[src/rtl/chipwise_ecc_unit.sv]
module chipwise_ecc_unit #(
  parameter int WORDS  = 8,
  parameter int WORD_W = 64,
  parameter int CHK_W  = 8,
  parameter int COL_W  = 12
) (
  input  logic                      clk,
  input  logic                      rst_n,
  input  logic [WORDS*WORD_W-1:0]   line_data,
  input  logic [WORDS-1:0]          word_valid,
  input  logic [WORDS-1:0]          word_dirty,
  input  logic [WORDS*CHK_W-1:0]    cached_ecc,
  input  logic [COL_W-1:0]          col_addr,
  input  logic                      rd_valid,
  input  logic [WORD_W-1:0]         rd_data,
  input  logic [CHK_W-1:0]          rd_ecc,
  output logic [WORDS*CHK_W-1:0]    merged_ecc,
  output logic [WORDS-1:0]          wr_mask,
  output logic [3:0]                ecc_subrank,
  output logic                      chk_valid,
  output logic [WORD_W-1:0]         chk_data,
  output logic                      chk_corrected,
  output logic                      chk_uncorrectable
);

  localparam int HAM_W  = CHK_W - 1;
  localparam int DIGITS = (COL_W + 2) / 3;
  localparam int NEG_D  = DIGITS / 2;
  localparam int BIAS   = 9 * ((7 * NEG_D + 8) / 9);

  function automatic logic [HAM_W-1:0] ham_bits(input logic [WORD_W-1:0] d);
    logic [HAM_W-1:0] acc;
    logic [31:0]      pos;
    acc = '0;
    pos = 32'd2;
    for (int i = 0; i < WORD_W; i++) begin
      pos = pos + 32'd1;
      if ((pos & (pos - 32'd1)) == 32'd0) pos = pos + 32'd1;
      for (int k = 0; k < HAM_W; k++)
        if (pos[k]) acc[k] = acc[k] ^ d[i];
    end
    return acc;
  endfunction

  function automatic logic [CHK_W-1:0] encode(input logic [WORD_W-1:0] d);
    logic [HAM_W-1:0] h;
    h = ham_bits(d);
    return {(^d) ^ (^h), h};
  endfunction

  function automatic logic [WORD_W-1:0] flip_mask(input logic [HAM_W-1:0] s);
    logic [WORD_W-1:0] m;
    logic [31:0]       pos;
    m   = '0;
    pos = 32'd2;
    for (int i = 0; i < WORD_W; i++) begin
      pos = pos + 32'd1;
      if ((pos & (pos - 32'd1)) == 32'd0) pos = pos + 32'd1;
      m[i] = (pos[HAM_W-1:0] == s);
    end
    return m;
  endfunction

  // write-back merge
  for (genvar w = 0; w < WORDS; w++) begin : g_word
    logic [WORD_W-1:0] wd;
    assign wd = line_data[w*WORD_W +: WORD_W];
    assign merged_ecc[w*CHK_W +: CHK_W] =
      word_valid[w] ? encode(wd) : cached_ecc[w*CHK_W +: CHK_W];
  end

  assign wr_mask = word_valid & word_dirty;

  // sub-rank rotation: alternating sum of 3-bit digits, since 8 = -1 mod 9
  logic [DIGITS*3-1:0] colx;
  assign colx = (DIGITS*3)'(col_addr);

  always_comb begin
    int acc;
    acc = BIAS;
    for (int g = 0; g < DIGITS; g++) begin
      if (g % 2 == 0) acc = acc + int'(colx[3*g +: 3]);
      else            acc = acc - int'(colx[3*g +: 3]);
    end
    for (int r = 0; r < DIGITS + 2; r++)
      if (acc >= 9) acc = acc - 9;
    ecc_subrank = 4'(acc);
  end

  // single-word check
  logic [HAM_W-1:0]  syn;
  logic              odd;
  logic [WORD_W-1:0] fmask;
  logic              hit, syn_pow2, fix_ok, bad;
  logic [WORD_W-1:0] fixed;

  assign syn      = rd_ecc[HAM_W-1:0] ^ ham_bits(rd_data);
  assign odd      = (^rd_data) ^ (^rd_ecc);
  assign fmask    = flip_mask(syn);
  assign hit      = |fmask;
  assign syn_pow2 = (syn != '0) && ((syn & (syn - 1'b1)) == '0);
  assign fix_ok   = odd && (syn == '0 || syn_pow2 || hit);
  assign bad      = (syn != '0) && !fix_ok;
  assign fixed    = (odd && hit) ? (rd_data ^ fmask) : rd_data;

  always_ff @(posedge clk or negedge rst_n) begin
    if (!rst_n) begin
      chk_valid         <= 1'b0;
      chk_data          <= '0;
      chk_corrected     <= 1'b0;
      chk_uncorrectable <= 1'b0;
    end else begin
      chk_valid <= rd_valid;
      if (rd_valid) begin
        chk_data          <= fixed;
        chk_corrected     <= fix_ok;
        chk_uncorrectable <= bad;
      end
    end
  end

  a_r4_subrank_step: assert property (@(posedge clk) disable iff (!rst_n)
    (col_addr == $past(col_addr) + 1'b1 && $past(col_addr) != '1) |->
    (ecc_subrank == (($past(ecc_subrank) == 4'd8) ? 4'd0 : $past(ecc_subrank) + 4'd1)));

  a_r5_valid_follows: assert property (@(posedge clk) disable iff (!rst_n)
    1'b1 |=> (chk_valid == $past(rd_valid)));

  a_r9_flags_exclusive: assert property (@(posedge clk) disable iff (!rst_n)
    !(chk_corrected && chk_uncorrectable));

  a_r9_raw_passthrough: assert property (@(posedge clk) disable iff (!rst_n)
    rd_valid |=> (chk_uncorrectable -> chk_data == $past(rd_data)));

  a_r7_one_bit_fix: assert property (@(posedge clk) disable iff (!rst_n)
    rd_valid |=> ($countones(chk_data ^ $past(rd_data)) <= 1));

endmodule

[config.mk]
export PLATFORM = sky130hd
export DESIGN_NAME = chipwise_ecc_unit
export DESIGN_NICKNAME = d
export VERILOG_FILES = /design/src/rtl/chipwise_ecc_unit.sv
export SDC_FILE = /design/constraint.sdc
export NUM_CORES = 1
export LEC_CHECK = 0
export BUFFER_PORTS_ARGS = -buffer_cell sky130_fd_sc_hd__buf_2
export CORE_AREA = 2 2 317 319
export CTS_BUF_LIST = sky130_fd_sc_hd__clkbuf_8
export CTS_CLUSTER_DIAMETER = 150
export DETAILED_ROUTE_END_ITERATION = 6
export DIE_AREA = 0 0 319 321
export GPL_ROUTABILITY_DRIVEN = 0
export MAX_ROUTING_LAYER = met4
export PLACE_DENSITY_LB_ADDON = 0.05
export REMOVE_ABC_BUFFERS = 1
export SLEW_MARGIN = 15
export SYNTH_ARGS = -nofsm -noshare
export SYNTH_HDL_FRONTEND = slang
export SYNTH_SLANG_ARGS = --single-unit
[constraint.sdc]
create_clock -name clk -period 10.9 [get_ports clk]
set_input_delay 1.09 -clock clk [delete_from_list [all_inputs] [get_ports clk]]
set_output_delay 1.09 -clock clk [all_outputs]
set_load 0.005 [all_outputs]
# Word level (Yosys, flattened, before mapping)
# Index checks and enable logic that the tools add are counted.
[totals] ff_bits=67 in_bits=679
[classes] add_sub_neg=11 n_lt_le_gt_ge=6 n_eq_ne=64 n_mux=15 bitwise=1795 n_reduce_logical=29
[ops] cell="XOR 1 bit" n=1791
[ops] cell="parity 64 bit" n=9
[ops] cell="equality test 6 x 7 -> 1 bit, first input constant" n=31
[ops] cell=">= comparator 32 x 5 -> 1 bit, second input constant" n=6
[ops] cell="two-way mux 32 bit" n=5
[ops] cell="subtractor 32 x 5 -> 32 bit, second input constant" n=5
[ops] cell="equality test 5 x 7 -> 1 bit, first input constant" n=15
[ops] cell="two-way mux 64 bit" n=1
[ops] cell="two-way mux 8 bit" n=8
[ops] cell="OR reduction 64 bit" n=1
[ops] cell="XOR 64 bit" n=1
[ops] cell="parity 7 bit" n=8
[ops] cell="equality test 4 x 7 -> 1 bit, first input constant" n=7
[ops] cell="equality test 7 bit, first input constant" n=7
[ops] cell="adder 32 x 4 -> 32 bit" n=1
[ops] cell="subtractor 32 x 4 -> 32 bit" n=1
[ops] cell="equality test 3 x 7 -> 1 bit, first input constant" n=3
[ops] cell="logical NOT 7 bit" n=2
[ops] cell="AND 8 bit" n=1
[ops] cell="parity 8 bit" n=1
[ops] cell="AND 7 bit" n=1
[ops] cell="equality test 2 x 7 -> 1 bit, first input constant" n=1
[ops] cell="nonzero test 7 bit" n=1
[ops] cell="subtractor 6 x 3 -> 7 bit" n=1
[ops] cell="other kinds (8)" n=12

# Depth between registers and ports, before layout
# Gate-level depths: netlist (run 1).
[logic_depth] ltp_word=44 ltp_mapped=45

# Worst setup path after synthesis (run 1)
# OpenSTA, ideal clock, no wires.
[synth_path] path_type="input to output" startpoint="input col_addr[3]" endpoint="output ecc_subrank[1]" arrival_time_ns=10.286 setup_slack_ns=-0.476 path_stages=42 path_buffers=2 cell_sequence="inv_1 > fa_1 > inv_1 > fa_1 > inv_1 > ha_1 > fa_1 > inv_1 > ha_1 > nor2b_1 > nand2_2 > a311oi_2 > buf_4 > xnor2_1 > ha_1 > clkbuf_1 > inv_1 > o21ai_1 > (+6 left out) > nand4b_4 > o41ai_4 > mux2_2 > ha_1 > o31ai_4 > a31oi_4 > xnor2_1 > inv_1 > ha_1 > nor2b_1 > a21boi_1 > a22o_4 > mux2_2 > ha_1 > nand2b_1 > o31ai_4 > a21oi_2 > mux2i_1"
[synth_between] elab_chain_len=15
[synth_rtl] element="start, declared" line="13" text="input logic [COL_W-1:0] col_addr,"
[synth_rtl] element="subtractor 6 x 3 -> 7 bit (*)" line="83" text="else acc = acc - int'(colx[3*g +: 3]);"
[synth_rtl] element="adder 32 x 4 -> 32 bit (*)" line="82" text="if (g % 2 == 0) acc = acc + int'(colx[3*g +: 3]);"
[synth_rtl] element="subtractor 32 x 4 -> 32 bit (*)" line="83"
[synth_rtl] element="subtractor 32 x 5 -> 32 bit or >= comparator 32 x 5 -> 1 bit (tied branches)" line="86" text="if (acc >= 9) acc = acc - 9;"
[synth_rtl] element="two-way mux 32 bit (*)" line="86"
[synth_rtl] element="subtractor 32 x 5 -> 32 bit or >= comparator 32 x 5 -> 1 bit (tied branches)" line="86"
[synth_rtl] element="two-way mux 32 bit (*)" line="86"
[synth_rtl] element="subtractor 32 x 5 -> 32 bit or >= comparator 32 x 5 -> 1 bit (tied branches)" line="86"
[synth_rtl] element="two-way mux 32 bit (*)" line="86"
[synth_rtl] element="subtractor 32 x 5 -> 32 bit or >= comparator 32 x 5 -> 1 bit (tied branches)" line="86"
[synth_rtl] element="two-way mux 32 bit (*)" line="86"
[synth_rtl] element="subtractor 32 x 5 -> 32 bit or >= comparator 32 x 5 -> 1 bit (tied branches)" line="86"
[synth_rtl] element="two-way mux 32 bit (*)" line="86"
[synth_rtl] element=">= comparator 32 x 5 -> 1 bit or subtractor 4 bit (tied branches)" line="86"
[synth_rtl] element="two-way mux 4 bit (*)" line="86"
[synth_rtl] element="end, declared" line="19" text="output logic [3:0] ecc_subrank,"
# Every way passes the cells marked *; elsewhere a longest branch is shown, timed or not.

# Worst setup path after layout (run 1)
[layout_path] startpoint="input col_addr[9]" endpoint="output ecc_subrank[1]"
[layout_between] elab_chain_len=13
[layout_rtl] element="subtractor 32 x 4 -> 32 bit (*)" line="83"
[layout_rtl] element="subtractor 32 x 5 -> 32 bit or >= comparator 32 x 5 -> 1 bit (tied branches)" line="86"
[layout_rtl] element="two-way mux 32 bit (*)" line="86"
[layout_rtl] element="subtractor 32 x 5 -> 32 bit or >= comparator 32 x 5 -> 1 bit (tied branches)" line="86"
[layout_rtl] element="two-way mux 32 bit (*)" line="86"
[layout_rtl] element="subtractor 32 x 5 -> 32 bit or >= comparator 32 x 5 -> 1 bit (tied branches)" line="86"
[layout_rtl] element="two-way mux 32 bit (*)" line="86"
[layout_rtl] element="subtractor 32 x 5 -> 32 bit or >= comparator 32 x 5 -> 1 bit (tied branches)" line="86"
[layout_rtl] element="two-way mux 32 bit (*)" line="86"
[layout_rtl] element="subtractor 32 x 5 -> 32 bit or >= comparator 32 x 5 -> 1 bit (tied branches)" line="86"
[layout_rtl] element="two-way mux 32 bit (*)" line="86"
[layout_rtl] element=">= comparator 32 x 5 -> 1 bit or subtractor 4 bit (tied branches)" line="86"
[layout_rtl] element="two-way mux 4 bit (*)" line="86"
# Marked as above.

==> results by group, run 1 <==
Synthesis
  – Most used DFF post-synth: dfrtp_1
  – Post-synth EDFFs: 0
  – Most frequent cell after synthesis: xnor2_1
  – Post-synthesis sequential area ratio: 9.18%
  – Share of the synthesized area in the top cell type: 48.5%
  – Synth area leader: xnor2_1
  – Syn Inst Count: 2147
  – Ys async rst share: 100%
  – Syn Area/Cell: 8.51 µm²
  – Synth cell types: 99
  – Yosys Warn Count: 0
  – Top post-synthesis cells by area: xnor2_1, xor2_1, dfrtp_1, mux2_2, a21oi_1
  – Mapped Area: 18300 µm²
  – Top cells by count, synth: xnor2_1, xor2_1, nor2_1, nand2_1, a21oi_1
  – Register bit total from synthesis: 67

Worst hold path
  – Worst Hold Class: register to register
  – Hold EP: chk_corrected
  – Hold Path Origin: chk_corrected
  – Hold Crit Depth: 1

CTS
  – Worst-Skew Late Latency: 0.37 ns
  – Root buffer cell: clkbuf_8
  – CTS Sinks: 67
  – H-tree levels: 3
  – Reg clk slew, reported paths: 0.07 ns
  – Inserted Clock Buffers: 9
  – CTS max path bufs: 2
  – CTS tree: yes
  – CTS Hold Bufs: 0

Finish
  – Filler cells: 11100
  – Nets: 3736
  – Layout cells sized above 1: 35.9%
  – P&R area growth vs syn: 37.9%
  – Fin cells: 4379

Route
  – Wirelength per Cell: 23.8 µm
  – Highest Signal Layer: met4
  – 1st-iter DRT viols: 878
  – Remaining DRCs: 0
  – Via count: 18200
  – Metal1 wirelength: 44500 µm
  – WL met2: 50100 µm
  – Final antenna-violating net count: 0
  – Met3 WL: 6910 µm
  – Total routed wirelength: 104000 µm
  – Vias per cell: 4.15
  – Router iterations before antenna repair: 4

STA
  – Worst Skew: 0 ns
  – Crit path time final: 10.73 ns
  – Worst Max-Slew Pin Slew: 0.972 ns
  – RSZ-0062 raised after global routing: true
  – Final hold vios: 0
  – Final period util: 98.4%
  – Max Clock Freq: 0.0932 GHz
  – Final setup viols: 0
  – Max Transition Viols Final: 0
  – Max_slew headroom: 34.9%

Setup path
  – RR Endpoint: chk_data[17]
  – CP Data Required Time: 9.81 ns
  – Worst R2R Start: chk_data[17]
  – Depth of the worst register-to-register path: 2
  – Worst setup SP type: input port
  – CP Max Fanout: 3
  – Reg2Reg Setup Slack: 10.19 ns
  – Critical path capture point type: primary output
  – Cell mode on critical path: ha_4
  – Crit-path max cell delay: 0.57 ns
  – Crit-path slowest cell: fa_2
  – Crit path kind: input port to primary output
  – WP data arrival: 9.64 ns

Global routing
  – Vias in the first global route: 19100
  – Remaining Overflow, GRT: 0
  – GRT Util Overall: 19.9%
  – Largest net degree at the start of global routing: 70
  – Initial antenna violation count: 63
  – First-pass GRT wire length: 142000 µm

Run
  – Max_cap viols: 0

Placement
  – Placed cell count: 4305
  – DP HPWL: 93200 µm
  – Port bufs: 821

Die
  – Die Y: 321 µm
  – Die boundary width: 319 µm
  – Core Footprint: 99300 µm²
  – I/O Pins: 822
  – Cell Rows: 116
  – Die area: 102000 µm²
  – Initial Util: 18.4%

Run status
  – Status: finished clean
## flip-flops by register name, summed over array words and instances, names as in the netlist
name and count:
chk_corrected 1, chk_data 64, chk_uncorrectable 1, chk_valid 1
## per-stage QoR
| stage | setup TNS, ns | setup slack [ns] | util (%) | area (µm²) | hold slack (ns) |
|---|---|---|---|---|---|
| 5_1_grt | -0.399 | -0.155 | 25.4 | 25200 | 0.532 |
| 3_5_place_dp | -0.664 | -0.219 | 24.7 | 24500 | 0.481 |
| 6_report | 0 | 0.174 | 25.4 | 25200 | 0.498 |
| 3_3_place_gp | -0.157 | -0.0734 | 24.7 | 24500 | 0.468 |
| 4_1_cts | 0 | 0.000819 | 24.9 | 24700 | 0.499 |
| 2_1_floorplan | -3.36 | -0.855 | - | 18100 | 0.474 |
## cells in the final DEF, fill, tap and decap left out, types with 5 or more instances in the layout
cell,Yosys,layout
xnor2_1,1012,1007
buf_2,4,817
xor2_1,265,265
nor2_1,119,117
nand2_1,116,115
buf_4,5,100
a21oi_1,92,90
dfrtp_1,67,67
mux2_2,69,65
diode_2,0,46
inv_1,32,28
o21ai_0,21,20
nor3_1,21,18
nand3_1,16,15
and2_1,14,14
nor2b_1,13,11
nand4_1,10,10
xnor3_1,10,10
ha_1,20,10
a21o_1,10,9
a211oi_1,10,9
o211ai_1,9,9
nand2b_1,10,9
clkbuf_8,0,9
ha_4,0,8
xnor2_2,1,6
mux2i_1,6,6
a211o_1,5,5
o21a_1,5,5
a211oi_2,4,5
inv_2,0,5
a31oi_1,5,5
o211a_1,5,5
a21oi_2,4,5
mux2_4,1,5
a311oi_1,5,5
fa_1,6,5
buf_6,1,5
## how the worst max path moves through the flow
stage | from | end | cells past startpoint
after global placement | col_addr[0] | ecc_subrank[2] | 41
after global routing | col_addr[9] | ecc_subrank[1] | 43
final | col_addr[9] | ecc_subrank[1] | 43
after detailed placement | col_addr[0] | ecc_subrank[1] | 41
after CTS | col_addr[0] | ecc_subrank[1] | 42
after floorplan | col_addr[3] | ecc_subrank[1] | 39
## layout make-up
type	count	area (µm²)	area share, %
Multi-Input combinational cell	1999	16600	65.8
Timing Repair Buffer	922	4900	19.4
Sequential cell	67	1680	6.65
Tap cell	1298	1620	6.45
Clock buffer	9	124	0.492
Inverter	32	123	0.487
Antenna cell	46	115	0.457
Clock inverter	6	58.8	0.233
## layer usage
metal	GRT usage, %	up-vias
met3	5.61	96
met2	33.0	592
met1	23.3	8618
met5	-	-
li1	-	8859
met4	5.96	0
## cell families after synthesis
group                    synth area share (%)
AO/OA/AOI/OAI                            10.1
XOR/XNOR                                 62.9
adder cells (fa/ha/maj)                  2.08
buffers and inverters                    1.84
flip-flops                               9.18
multiplexers                             4.73
AND/OR/NAND/NOR                          9.12
## repair_timing
item,4_1_cts,5_1_grt
pin swaps,2,29
gates resized for setup,5,62
buffers inserted,0,13
endpoints found under the setup margin,4,4
## worst max-delay path, delay by kind of cell
kind	cells	cell delay (ns)
buffers and inverters	7	0.51
multiplexers	4	1.16
adder cells (fa/ha/maj)	10	2.81
AND/OR/NAND/NOR	9	1.25
AO/OA/AOI/OAI	11	2.49
XOR/XNOR	2	0.31
Power of run 1 is not shown: default switching activity piles up to over one toggle a cycle in this logic, so the estimate is an artifact.
==> run 2: changes to the inputs <==
--- a/config.mk
+++ b/config.mk
@@ -6,6 +6,8 @@
 export NUM_CORES = 1
 export LEC_CHECK = 0
 export BUFFER_PORTS_ARGS = -buffer_cell sky130_fd_sc_hd__buf_2
+export CELL_PAD_IN_SITES_DETAIL_PLACEMENT = 1
+export CELL_PAD_IN_SITES_GLOBAL_PLACEMENT = 2
 export CORE_AREA = 2 2 317 319
 export CTS_BUF_LIST = sky130_fd_sc_hd__clkbuf_8
 export CTS_CLUSTER_DIAMETER = 150
==> run 2 against run 1 <==
  * Hold slack gained 0.028 ns
  * Critical path type unchanged
  * Core utilization grew 0.079 points
  * Sequential cell count is the same
  * Count of clock-buffer cells in the layout is the same
  * Critical path depth shrank 1
  * Design area grew 0.31%
  * Global-route usage grew 1.2 points
  * Clock skew is the same
==> results by group, run 2 (synthesized netlist as in run 1, its figures left out) <==
Route
  – 1st-iter DRT viols: 751
  – Wirelength per Cell: 24.9 µm
  – Met3 WL: 5840 µm
  – Total routed wirelength: 109000 µm
  – Remaining DRCs: 0
  – Highest Signal Layer: met4
  – Vias per cell: 4.15
  – WL met2: 55200 µm
  – Via count: 18200
  – Metal1 wirelength: 45900 µm
  – Router iterations before antenna repair: 4
  – Final antenna-violating net count: 0

CTS
  – CTS tree: yes
  – CTS Sinks: 67
  – Root buffer cell: clkbuf_8
  – H-tree levels: 3
  – Worst-Skew Late Latency: 0.39 ns
  – Reg clk slew, reported paths: 0.08 ns
  – Inserted Clock Buffers: 9
  – CTS max path bufs: 2

STA
  – Crit path time final: 10.62 ns
  – Worst Skew: 0 ns
  – Final period util: 97.4%
  – Max Transition Viols Final: 0
  – Final setup viols: 0
  – Hold WS: 0.527 ns
  – Setup ws final: 0.283 ns
  – Worst Max-Slew Pin Slew: 1.01 ns
  – Max_slew headroom: 32.2%
  – Final hold vios: 0
  – RSZ-0062 raised after global routing: true
  – Max Clock Freq: 0.0942 GHz

Finish
  – Largest register FFs: 64
  – Most frequent cells in the layout: xnor2_1, buf_2, xor2_1, nor2_1, nand2_1
  – Commonest non-fill, non-tap cell in the layout: xnor2_1
  – Largest Register: chk_data
  – Final Util: 25.5%
  – Design area: 25300 µm²
  – Layout cells sized above 1: 36.1%
  – P&R area growth vs syn: 38.4%
  – Nets: 3740

Placement
  – DP Area: 24500 µm²
  – Port bufs: 821
  – Place WS: -0.293 ns
  – DP HPWL: 98900 µm

Setup path
  – Depth of the worst register-to-register path: 2
  – Worst setup SP type: input port
  – Cell mode on critical path: ha_4
  – Worst R2R Start: chk_data[9]
  – Crit-path max cell delay: 0.57 ns
  – CP Data Required Time: 9.81 ns
  – Crit path kind: input port to primary output
  – Reg2Reg Setup Slack: 10.12 ns
  – Critical path capture point type: primary output
  – CP Max Fanout: 4
  – WP data arrival: 9.53 ns
  – Crit-path slowest cell: fa_2
  – RR Endpoint: chk_data[9]

Die
  – Die Y: 321 µm
  – Cell Rows: 116
  – Die area: 102000 µm²
  – I/O Pins: 822
  – Core Footprint: 99300 µm²
  – Die boundary width: 319 µm
  – Initial Util: 18.4%

Worst hold path
  – Hold Crit Depth: 2
  – Hold Path Origin: chk_data[35]
  – Hold EP: chk_data[35]
  – Worst Hold Class: register to register

Global routing
  – GRT Util Overall: 21.1%
  – Initial antenna violation count: 76
  – First-pass GRT wire length: 150000 µm
  – Vias in the first global route: 19600
  – Largest net degree at the start of global routing: 71
  – Remaining Overflow, GRT: 0

Run status
  – Status: finished clean

Run
  – Max_cap viols: 0
==> run 2: stage by stage <==
stage | TNS [ns] | std cells
final | 0 | 4381
after global routing | -0.170 | 4375
after CTS | 0 | 4327
after detailed placement | -0.954 | 4309
after global placement | -0.158 | 4309
after floorplan | -3.36 | 2098
==> run 2: how the worst max path moves through the flow <==
stage,slack [ns],start,end
after floorplan,-0.85,col_addr[3],ecc_subrank[1]
after global placement,-0.06,col_addr[0],ecc_subrank[1]
after detailed placement,-0.29,col_addr[0],ecc_subrank[1]
after CTS,0.004,col_addr[0],ecc_subrank[1]
after global routing,-0.06,col_addr[9],ecc_subrank[1]
final,0.28,col_addr[9],ecc_subrank[1]
==> run 2: timing repair <==
action                     CTS  global route
gates resized for setup     12            50
hold buffers                 0             0
pin swaps                    8            29
setup buffers                2            11
setup endpoints to repair    4             4
==> run 2: critical path: cells and delay by family <==
family                     cells  cell delay [ns]
xor gates and xnor gates       1             0.18
adders and majority gates      9             2.77
muxes                          3             0.74
and+or+nand+nor               10             1.48
buffers and inverters          8             0.69
AOI/OAI and AO/OA             11             2.58
==> run 2: cell type report <==
type	count	area, µm²
Clock inverter	7	146
Multi-Input combinational cell	1999	16600
Inverter	32	123
Sequential cell	67	1680
Tap cell	1298	1620
Antenna cell	43	108
Fill cell	12000	74000
Timing Repair Buffer	926	4920
Clock buffer	9	124
==> run 2: per-layer routing <==
layer,up-vias,GRT usage [%]
met5,-,-
met4,0,5.35
met3,99,5.02
met2,561,36.5
li1,8847,-
met1,8666,24.4
Power of run 2 is left out for the same reason.
==> run 3: changes to the inputs <==
==> constraint.sdc (replaced) <==
create_clock -name clk -period 9.06 [get_ports clk]
set_input_delay 0.906 -clock clk [delete_from_list [all_inputs] [get_ports clk]]
set_output_delay 0.906 -clock clk [all_outputs]
set_load 0.005 [all_outputs]
==> run 3 against run 2 <==
  * The run now ends with setup timing left
  * Global-route usage is 0.21 points higher
  * Worst setup slack worse by 1.4 ns
  * Register-to-register slack worse by 1.8 ns
  * First-iteration DRC count is 19% lower
  * Core utilization is 0.93 points higher
  * Via count is 2.4% higher
  * Critical path type unchanged
  * Critical endpoint unchanged
  * Largest cell class unchanged
==> results by group, run 3 (synthesized netlist as in run 1, its figures left out) <==
Setup path
  – Worst setup SP type: input port
  – Reg2Reg Setup Slack: 8.29 ns
  – Depth of the worst register-to-register path: 2
  – Critical path capture point type: primary output
  – Crit path kind: input port to primary output
  – Worst R2R Start: chk_data[9]
  – Cell mode on critical path: ha_4
  – RR Endpoint: chk_data[9]
  – CP Data Required Time: 8.15 ns
  – CP Max Fanout: 3
  – WP data arrival: 9.24 ns
  – Crit-path slowest cell: fa_2
  – Crit-path max cell delay: 0.60 ns

Route
  – Router iterations before antenna repair: 5
  – Vias per cell: 4.14
  – 1st-iter DRT viols: 609
  – Wirelength per Cell: 24.4 µm
  – Total routed wirelength: 110000 µm
  – Remaining DRCs: 0
  – Final antenna-violating net count: 0
  – Via count: 18600

Finish
  – Nets: 3857
  – Commonest non-fill, non-tap cell in the layout: xnor2_1
  – Layout cells sized above 1: 38.7%
  – Largest register FFs: 64
  – Fin cells: 4496
  – P&R area growth vs syn: 43.4%
  – Most frequent cells in the layout: xnor2_1, buf_2, xor2_1, buf_4, nand2_1
  – Largest Register: chk_data

CTS
  – CTS max path bufs: 2
  – Inserted Clock Buffers: 9
  – CTS tree: yes
  – Worst-Skew Late Latency: 0.40 ns
  – H-tree levels: 3
  – Root buffer cell: clkbuf_8
  – CTS Hold Bufs: 0
  – Reg clk slew, reported paths: 0.08 ns
  – CTS Sinks: 67

Die
  – Die area: 102000 µm²
  – Die boundary width: 319 µm
  – Initial Util: 18.4%
  – I/O Pins: 822
  – Die Y: 321 µm
  – Cell Rows: 116
  – Core Footprint: 99300 µm²

Worst hold path
  – Hold Path Origin: chk_data[42]
  – Hold Crit Depth: 2
  – Hold EP: chk_data[42]
  – Worst Hold Class: register to register

Global routing
  – GR peak layer: met2
  – Initial antenna violation count: 74
  – Met1 Use GR: 24.3%
  – Largest net degree at the start of global routing: 71
  – GRT Util Overall: 21.3%
  – Global-route met3 utilization: 4.96%
  – GR Util met2: 36.9%
  – Vias in the first global route: 20400
  – Remaining Overflow, GRT: 0
  – First-pass GRT wire length: 152000 µm

STA
  – Worst Skew: 0 ns
  – Max Transition Viols Final: 0
  – Max Clock Freq: 0.0985 GHz
  – Worst Max-Slew Pin Slew: 1.01 ns
  – Final setup viols: 4
  – Final period util: 112%
  – Final hold vios: 0
  – Setup ws final: -1.09 ns
  – RSZ-0062 raised after global routing: true
  – Crit path time final: 10.15 ns
  – Max_slew headroom: 32.4%

Placement
  – DP HPWL: 99400 µm
  – Port bufs: 821
  – Placed cell count: 4417

Run status
  – Status: finished, violations left
  – Failing checks: setup timing

Run
  – Max_cap viols: 0
[run 3: critical path, delay by kind of cell]
family          cells  cell delay (ns)
fa+ha+maj          10             2.84
compound gates     12             2.43
mux                 5             1.61
simple gates        7             0.77
buf+inv             7             0.48
xor+xnor            1             0.18
[run 3: how the worst max path moves through the flow]
stage | slack (ns) | depth (start not counted) | start | end
after global routing | -1.43 | 42 | col_addr[9] | ecc_subrank[1]
after global placement | -1.51 | 41 | col_addr[0] | ecc_subrank[1]
after floorplan | -2.33 | 39 | col_addr[3] | ecc_subrank[1]
final | -1.09 | 42 | col_addr[9] | ecc_subrank[1]
after detailed placement | -1.75 | 41 | col_addr[0] | ecc_subrank[1]
after CTS | -1.18 | 43 | col_addr[9] | ecc_subrank[1]
[run 3: layer usage]
metal | vias to the layer above | wire [µm]
li1 | 9079 | -
met1 | 8855 | 45500
met2 | 575 | 55200
met3 | 107 | 6060
met4 | 0 | 3000
met5 | - | 0
[run 3: area by class of cell]
class / count / area, µm²
Clock inverter: 7 / 75.1
Clock buffer: 9 / 124
Sequential cell: 67 / 1680
Antenna cell: 41 / 103
Multi-Input combinational cell: 1999 / 16700
Timing Repair Buffer: 1043 / 5810
Fill cell: 12000 / 73100
Inverter: 32 / 123
Tap cell: 1298 / 1620
[run 3: timing repair]
action,CTS,global route
setup buffers,13,11
gates resized for setup,56,24
setup endpoints to repair,4,4
pin swaps,33,33
[run 3: through the flow]
| step | area [µm²] | TNS [ns] | utilization, % | hold slack, ns | setup slack (ns) |
|---|---|---|---|---|---|
| 5_1_grt | 26200 | -5.55 | 26.4 | 0.558 | -1.43 |
| 3_5_place_dp | 25300 | -6.75 | 25.5 | 0.510 | -1.75 |
| 2_1_floorplan | 18100 | -9.24 | - | 0.474 | -2.33 |
| 4_1_cts | 25900 | -4.52 | 26.1 | 0.532 | -1.18 |
| 3_3_place_gp | 25300 | -5.94 | 25.5 | 0.506 | -1.51 |
| 6_report | 26200 | -4.26 | 26.4 | 0.530 | -1.09 |
Power of run 3 is left out for the same reason.
